**src/rtl/apb_wdog_timer.sv**
```systemverilog
module apb_wdog_timer #(
  parameter int          AW  = 12,
  parameter logic [31:0] KEY = 32'h1ACCE551
) (
  input  logic          clk,
  input  logic          rst_n,
  input  logic          tick_en,
  input  logic          psel,
  input  logic          penable,
  input  logic          pwrite,
  input  logic [AW-1:0] paddr,
  input  logic [31:0]   pwdata,
  output logic [31:0]   prdata,
  output logic          pready,
  output logic          pslverr,
  output logic          irq,
  output logic          rst_req
);
  localparam logic [AW-1:0] OFS_LOAD = AW'('h000);
  localparam logic [AW-1:0] OFS_CNT  = AW'('h004);
  localparam logic [AW-1:0] OFS_CTRL = AW'('h008);
  localparam logic [AW-1:0] OFS_CLR  = AW'('h00C);
  localparam logic [AW-1:0] OFS_RAW  = AW'('h010);
  localparam logic [AW-1:0] OFS_MSK  = AW'('h014);
  localparam logic [AW-1:0] OFS_LOCK = AW'('hC00);

  logic [31:0] load, count;
  logic [1:0]  ctrl;
  logic        raw, locked;

  wire wr      = psel & penable & pwrite;
  wire wr_ok   = wr & ~locked;
  wire tick_on = tick_en & ctrl[0];

  assign pready  = 1'b1;
  assign pslverr = 1'b0;
  assign irq     = raw & ctrl[0];

  always_ff @(posedge clk or negedge rst_n) begin
    if (!rst_n) begin
      load    <= '1;
      count   <= '1;
      ctrl    <= '0;
      raw     <= 1'b0;
      locked  <= 1'b0;
      rst_req <= 1'b0;
    end else begin
      if (wr && paddr == OFS_LOCK) locked <= (pwdata != KEY);
      if (wr_ok && paddr == OFS_CTRL) ctrl <= pwdata[1:0];
      if (wr_ok && paddr == OFS_LOAD) begin
        load  <= pwdata;
        count <= pwdata;
      end else if (wr_ok && paddr == OFS_CLR) begin
        raw   <= 1'b0;
        count <= load;
      end else if (tick_on) begin
        if (count == '0) begin
          count <= load;
        end else begin
          count <= count - 32'd1;
          if (count == 32'd1) begin
            raw <= 1'b1;
            if (raw && ctrl[1]) rst_req <= 1'b1;
          end
        end
      end
    end
  end

  always_comb begin
    prdata = '0;
    if (psel && !pwrite) begin
      case (paddr)
        OFS_LOAD: prdata = load;
        OFS_CNT:  prdata = count;
        OFS_CTRL: prdata = {30'd0, ctrl};
        OFS_RAW:  prdata = {31'd0, raw};
        OFS_MSK:  prdata = {31'd0, irq};
        OFS_LOCK: prdata = {31'd0, locked};
        default:  prdata = '0;
      endcase
    end
  end

  a_r3_hold_when_disabled: assert property (@(posedge clk) disable iff (!rst_n)
    $past(!ctrl[0] && !wr) |-> count == $past(count));

  a_r4_flag_from_one: assert property (@(posedge clk) disable iff (!rst_n)
    $rose(raw) |-> $past(count) == 32'd1 && count == '0);

  a_r5_reload_at_zero: assert property (@(posedge clk) disable iff (!rst_n)
    $past(tick_on && count == '0 && !wr) |-> count == $past(load));

  a_r6_clear_reloads: assert property (@(posedge clk) disable iff (!rst_n)
    $past(wr_ok && paddr == OFS_CLR) |-> !raw && count == $past(load));

  a_r8_reset_sticky: assert property (@(posedge clk) disable iff (!rst_n)
    $past(rst_req) |-> rst_req);

  a_r9_locked_blocks: assert property (@(posedge clk) disable iff (!rst_n)
    $past(locked && wr && paddr != OFS_LOCK) |-> load == $past(load) && ctrl == $past(ctrl));
endmodule

```
**config.mk**
```make
export PLATFORM = sky130hd
export DESIGN_NAME = apb_wdog_timer
export DESIGN_NICKNAME = d
export VERILOG_FILES = /design/src/rtl/apb_wdog_timer.sv
export SDC_FILE = /design/constraint.sdc
export NUM_CORES = 1
export LEC_CHECK = 0
export BUFFER_PORTS_ARGS = -buffer_cell sky130_fd_sc_hd__buf_2
export CAP_MARGIN = 5
export CORE_ASPECT_RATIO = 0.7
export CORE_MARGIN = 3
export CORE_UTILIZATION = 60
export CTS_CLUSTER_DIAMETER = 200
export CTS_CLUSTER_SIZE = 14
export DETAILED_ROUTE_END_ITERATION = 6
export PLACE_DENSITY = 0.88
export SKIP_LAST_GASP = 1
export SLEW_MARGIN = 20
export SYNTH_ARGS = -nofsm -noshare
export SYNTH_HDL_FRONTEND = slang
export SYNTH_SLANG_ARGS = --single-unit
```
**constraint.sdc**
```tcl
create_clock -name clk -period 7.8 [get_ports clk]
set_clock_uncertainty 0.15 [all_clocks]
set_input_delay 0.39 -clock clk [delete_from_list [all_inputs] [get_ports clk]]
set_output_delay 0.39 -clock clk [all_outputs]
set_load 0.02 [all_outputs]
```
## Yosys cells after proc, flatten, opt, wreduce, memory -nomap -nowiden

Cells that the tools add are included.

| operators by class | value |
|---|---|
| add/sub/neg operators | 1 |
| equality and inequality tests | 9 |
| mux-type cells | 10 |
| bitwise logic cells | 9 |
| reduce and logical (&&, ||, !) cells | 14 |

Operator list:

| cell | number |
|---|---|
| 32-bit one-hot mux with 6 select lines | 1 |
| 32-bit 2-to-1 mux | 5 |
| 32-bit by 1-bit == test with 1-bit output, second input constant | 1 |
| 32-bit zero test | 1 |
| 32-bit by 29-bit != test with 1-bit output, second input constant | 1 |
| 32-bit by 1-bit subtractor with 32-bit output, second input constant | 1 |
| 12-bit by 4-bit == test with 1-bit output, second input constant | 2 |
| 12-bit by 5-bit == test with 1-bit output, second input constant | 2 |
| 12-bit == test, second input constant | 1 |
| 12-bit by 3-bit == test with 1-bit output, second input constant | 1 |
| 12-bit zero test | 1 |
| 1-bit logical AND | 6 |
| 6-bit AND reduction | 1 |
| 1-bit bitwise AND | 5 |
| 1-bit 2-to-1 mux | 4 |
| 1-bit inverter | 4 |
| 4-bit AND reduction | 1 |
| 2-bit nonzero test | 2 |
| 3-bit nonzero test | 1 |
| 2-bit != test, second input constant | 1 |
| 1-bit zero test | 1 |

| storage, ports and cells | value |
|---|---|
| register bits after elaboration | 69 |
| bits of input ports | 50 |
| output and inout port bits | 36 |
| word-level logic and storage cells | 49 |

## Depth between registers and ports, before layout

| depth | value |
|---|---|
| word-level depth | 6 |
| gate-level depth with buffers | 10 |
| gate-level depth less buffers | 8 |

## Least setup slack after synthesis

OpenSTA, ideal clock, no wires.

| timing | value |
|---|---|
| kind | input to output |
| start | in paddr[1] |
| end | out prdata[10] |
| arrival time | 2.328 ns |
| slack | 4.932 ns |
| stages on the path | 6 |
| path buffers | 1 |
| cells stage by stage | nor4_1 nand2_1 nor4_1 clkbuf_1 a22oi_1 nor2_1 |

| on the way | value |
|---|---|
| word-level cells in the longest chain between the ends | 3 |

Ends and longest elaborated chain:

| what | line | source |
|---|---|---|
| start, declared | 11 | `input logic [AW-1:0] paddr,` |
| 12-bit == test, or another cell as far along | 73 | `case (paddr)` |
| 32-bit one-hot mux with 6 select lines * | 73 |  |
| 32-bit 2-to-1 mux * | 72 | `if (psel && !pwrite) begin` |
| end, declared | 13 | `output logic [31:0] prdata,` |

Mark *: on every way between the ends. The rest lies on a longest branch, timed or not.

## Worst setup path in the final report

| timing | value |
|---|---|
| start | in paddr[1] |
| end | out prdata[22] |

Same word-level chain as after synthesis.

==> results.yml <==
run_status:
  status: "completed"
pwr:
  swShare: 0.237
  p_leak_nw: 2.36
  p_comb_frac: 0.073
  p_int_mw: 0.674
  total_power_mw: 0.884
  clkPwrFrac: 0.513
  p_sw_mw: 0.210
  pwr-share-seq: 0.414
  vdd_drop_max_uv: 126
  p_per_area_nw_per_um2: 158
route:
  wire_per_inst_microns: 21.8
  drc: 0
  via_per_inst: 6.95
  vias: 5357
  wirelength_microns: 16800
  antenna_left: 0
  first_pass_iters: 6
  drtIter0Drc: 754
synth:
  netlist_area_sq_um: 4830
  yosysWarnings: 0
  synth_common_cells: "115 x nand2_1, 71 x nor2_1, 64 x dfstp_2"
  synth-edff-count: 0
  synth_area_per_cell_sq_um: 7.93
  synth-simple-area-share: 0.325
  synth_top_area_cell: "dfstp_2"
  syn_nets: 661
  synth-compound-area-share: 0.217
  seq_area_frac_synth: 0.374
  yosys-mux-area-fraction: 0.0181
  synth_area_leaders: "dfstp_2 35%, nand2_1 8.9%, nor2_1 5.5%"
  ys_ff_latch: 69
  synth_fa_ha_area_frac: 0.00518
  async_flop_share: 1.00
  syn_inst: 609
  yosysMostFrequentCell: "nand2_1"
  synth_top_family_by_area: "simple AND/OR/NAND/NOR gates"
  synth_xor_area_frac: 0.0145
  synth.distinct_cells: 67
  synth_top_area_share: 0.348
  ys.flop_type: "dfstp_2"
global_routing:
  gr-usage-all-layers: 0.373
  antenna_found_initial: 0
  grt_pass1_vias: 4852
  grt-ovfl-total: 0
  grt_pass1_wl_microns: 26500
  grt_max_degree: 70
worst_setup_path:
  crit_required_ns: 7.26
  worstSetupEndpointType: "output port"
  cp.arrival_ns: 3.18
  criticalPathCategory: "primary input to output port"
  r2r_slack_ns: 4.30
  start_kind: "primary input"
  critPathMaxFanout: 17
clock_network:
  holdBufCountCts: 0
  cts_buffers: 9
  cts_tree: "done"
  h-tree-depth: 3
  clk_pin_slew_worst_paths_ns: 0.05
  root_buffer: "clkbuf_16"
  post_cts_buffers: 0
  clockBufferDepth: 2
  clock_latency_ns: 0.34
  clkSinkCount: 69
  cts.repair.resized: 0
place:
  port_buffers: 83
  dp_hpwl_microns: 11600
  placed_cells: 755
  gp_congestion: 0.976
  place_area_sq_um: 5260
timing:
  max_slew.worst_pin.slew_ns: 1.03
  hold_viol: 0
  min_period_over_period: 0.477
  holdWs_ns: 0.109
  finalSetupViolations: 0
  slew_headroom: 0.304
  max_freq_mhz: 269
  fin_crit_ns: 3.72
  final_max_slew_viol_count: 0
  setup_tns_ns: 0
  rsz0062_at_grt: "false"
floorplan:
  row_count: 26
  start_util: 0.640
  die_h_microns: 81.1
  dieArea_sq_um: 9180
  coreArea_sq_um: 7550
  die_w_microns: 113
  ios: 86
cells_and_area:
  drive_above_1_share: 0.293
  design_area_sq_um: 5590
  layoutNonFillerInstCount: 771
  diodes: 0
  area_delta_synth_final_pct: 15.6
  finalNetCount: 720
flow_run:
  maxCapViolations: 0
worst_hold_path:
  hold_class: "primary input to flip-flop"
==> cells in the final DEF (no fill, tap or decap), types with 7 or more instances in the layout <==
master     Yosys  layout
a21oi_1       33      32
a22oi_1       34      34
and2_1         7       7
and3_1         8       8
buf_2          6      83
buf_4          3       8
clkbuf_16      0       9
dfstp_2       64      64
nand2_1      115     115
nand3_1       18      18
nand4_1        7       7
nor2_1        71      70
nor3_1        20      19
nor4_1        20      19
o211ai_1       7       7
o21ai_0       34      34
or3_1          7       7
or4_1          9       8
==> registers in the layout (all words and copies together), names as in the netlist <==
signal and count:
raw 1, count 32, locked 1, rst_req 1
load 32, ctrl 2
==> layer usage <==
metal / wire, microns / up-vias / GRT usage
met2: 6800 / 437 / 0.535
li1: - / 2354 / -
met3: 2550 / 50 / 0.120
met1: 7080 / 2516 / 0.542
met5: 0 / - / 0
met4: 368 / 0 / 0.0984
==> cell families (layout without fill, tap and decap cells) <==
group	count (synthesis)	count (layout)
adders and majority gates	2	2
other	2	2
muxes	8	8
and+or+nand+nor	315	315
buffers and inverters	49	113
DFF	69	69
AOI/OAI and AO/OA	156	156
xor gates and xnor gates	8	8
==> per-stage QoR <==
stage,worst slack [ns],utilization
final,4.08,0.740
after global placement,4.31,0.697
after floorplan,4.93,-
after CTS,4.16,0.740
after detailed placement,4.17,0.697
after global routing,3.83,0.740
==> area by class of cell <==
| type | count | area [sq um] |
|---|---|---|
| multi-input cells | 491 | 2830 |
| fillers | 605 | 1960 |
| flip-flops and latches | 69 | 1810 |
| repair buffers | 91 | 475 |
| clock buffers | 11 | 243 |
| well taps | 98 | 123 |
| clock inverters | 5 | 83.8 |
| inverters | 6 | 22.5 |
==> final timing paths <==
kind	start	endpoint	cells after the start
max in group asynchronous	rst_n	locked	2
min in group asynchronous	rst_n	ctrl[1]	2
min reg2reg	load[8]	load[8]	2
min	pwdata[6]	load[6]	3
max reg2reg	count[0]	count[3]	8
max	paddr[1]	prdata[22]	8
==> critical path, stage by stage <==
cell and delay [ns]:
buf_2 0.10, nor4_1 0.76, nand2_1 0.34, nor2_2 0.75
buf_4 0.37, a22oi_1 0.12, nor2_1 0.14, buf_2 0.20
==> power by group through the flow <==
| stage | Sequential (mW) | Clock [mW] | Combinational, mW |
|---|---|---|---|
| after floorplan | 0.369 | 0 | 0.0309 |
| final | 0.366 | 0.453 | 0.0648 |
| after global routing | 0.366 | 0.470 | 0.0699 |
| after global placement | 0.370 | 0 | 0.0609 |
| after CTS | 0.365 | 0.453 | 0.0628 |
| after detailed placement | 0.370 | 0 | 0.0622 |
Note: power is estimated with default switching activity, not from simulation.
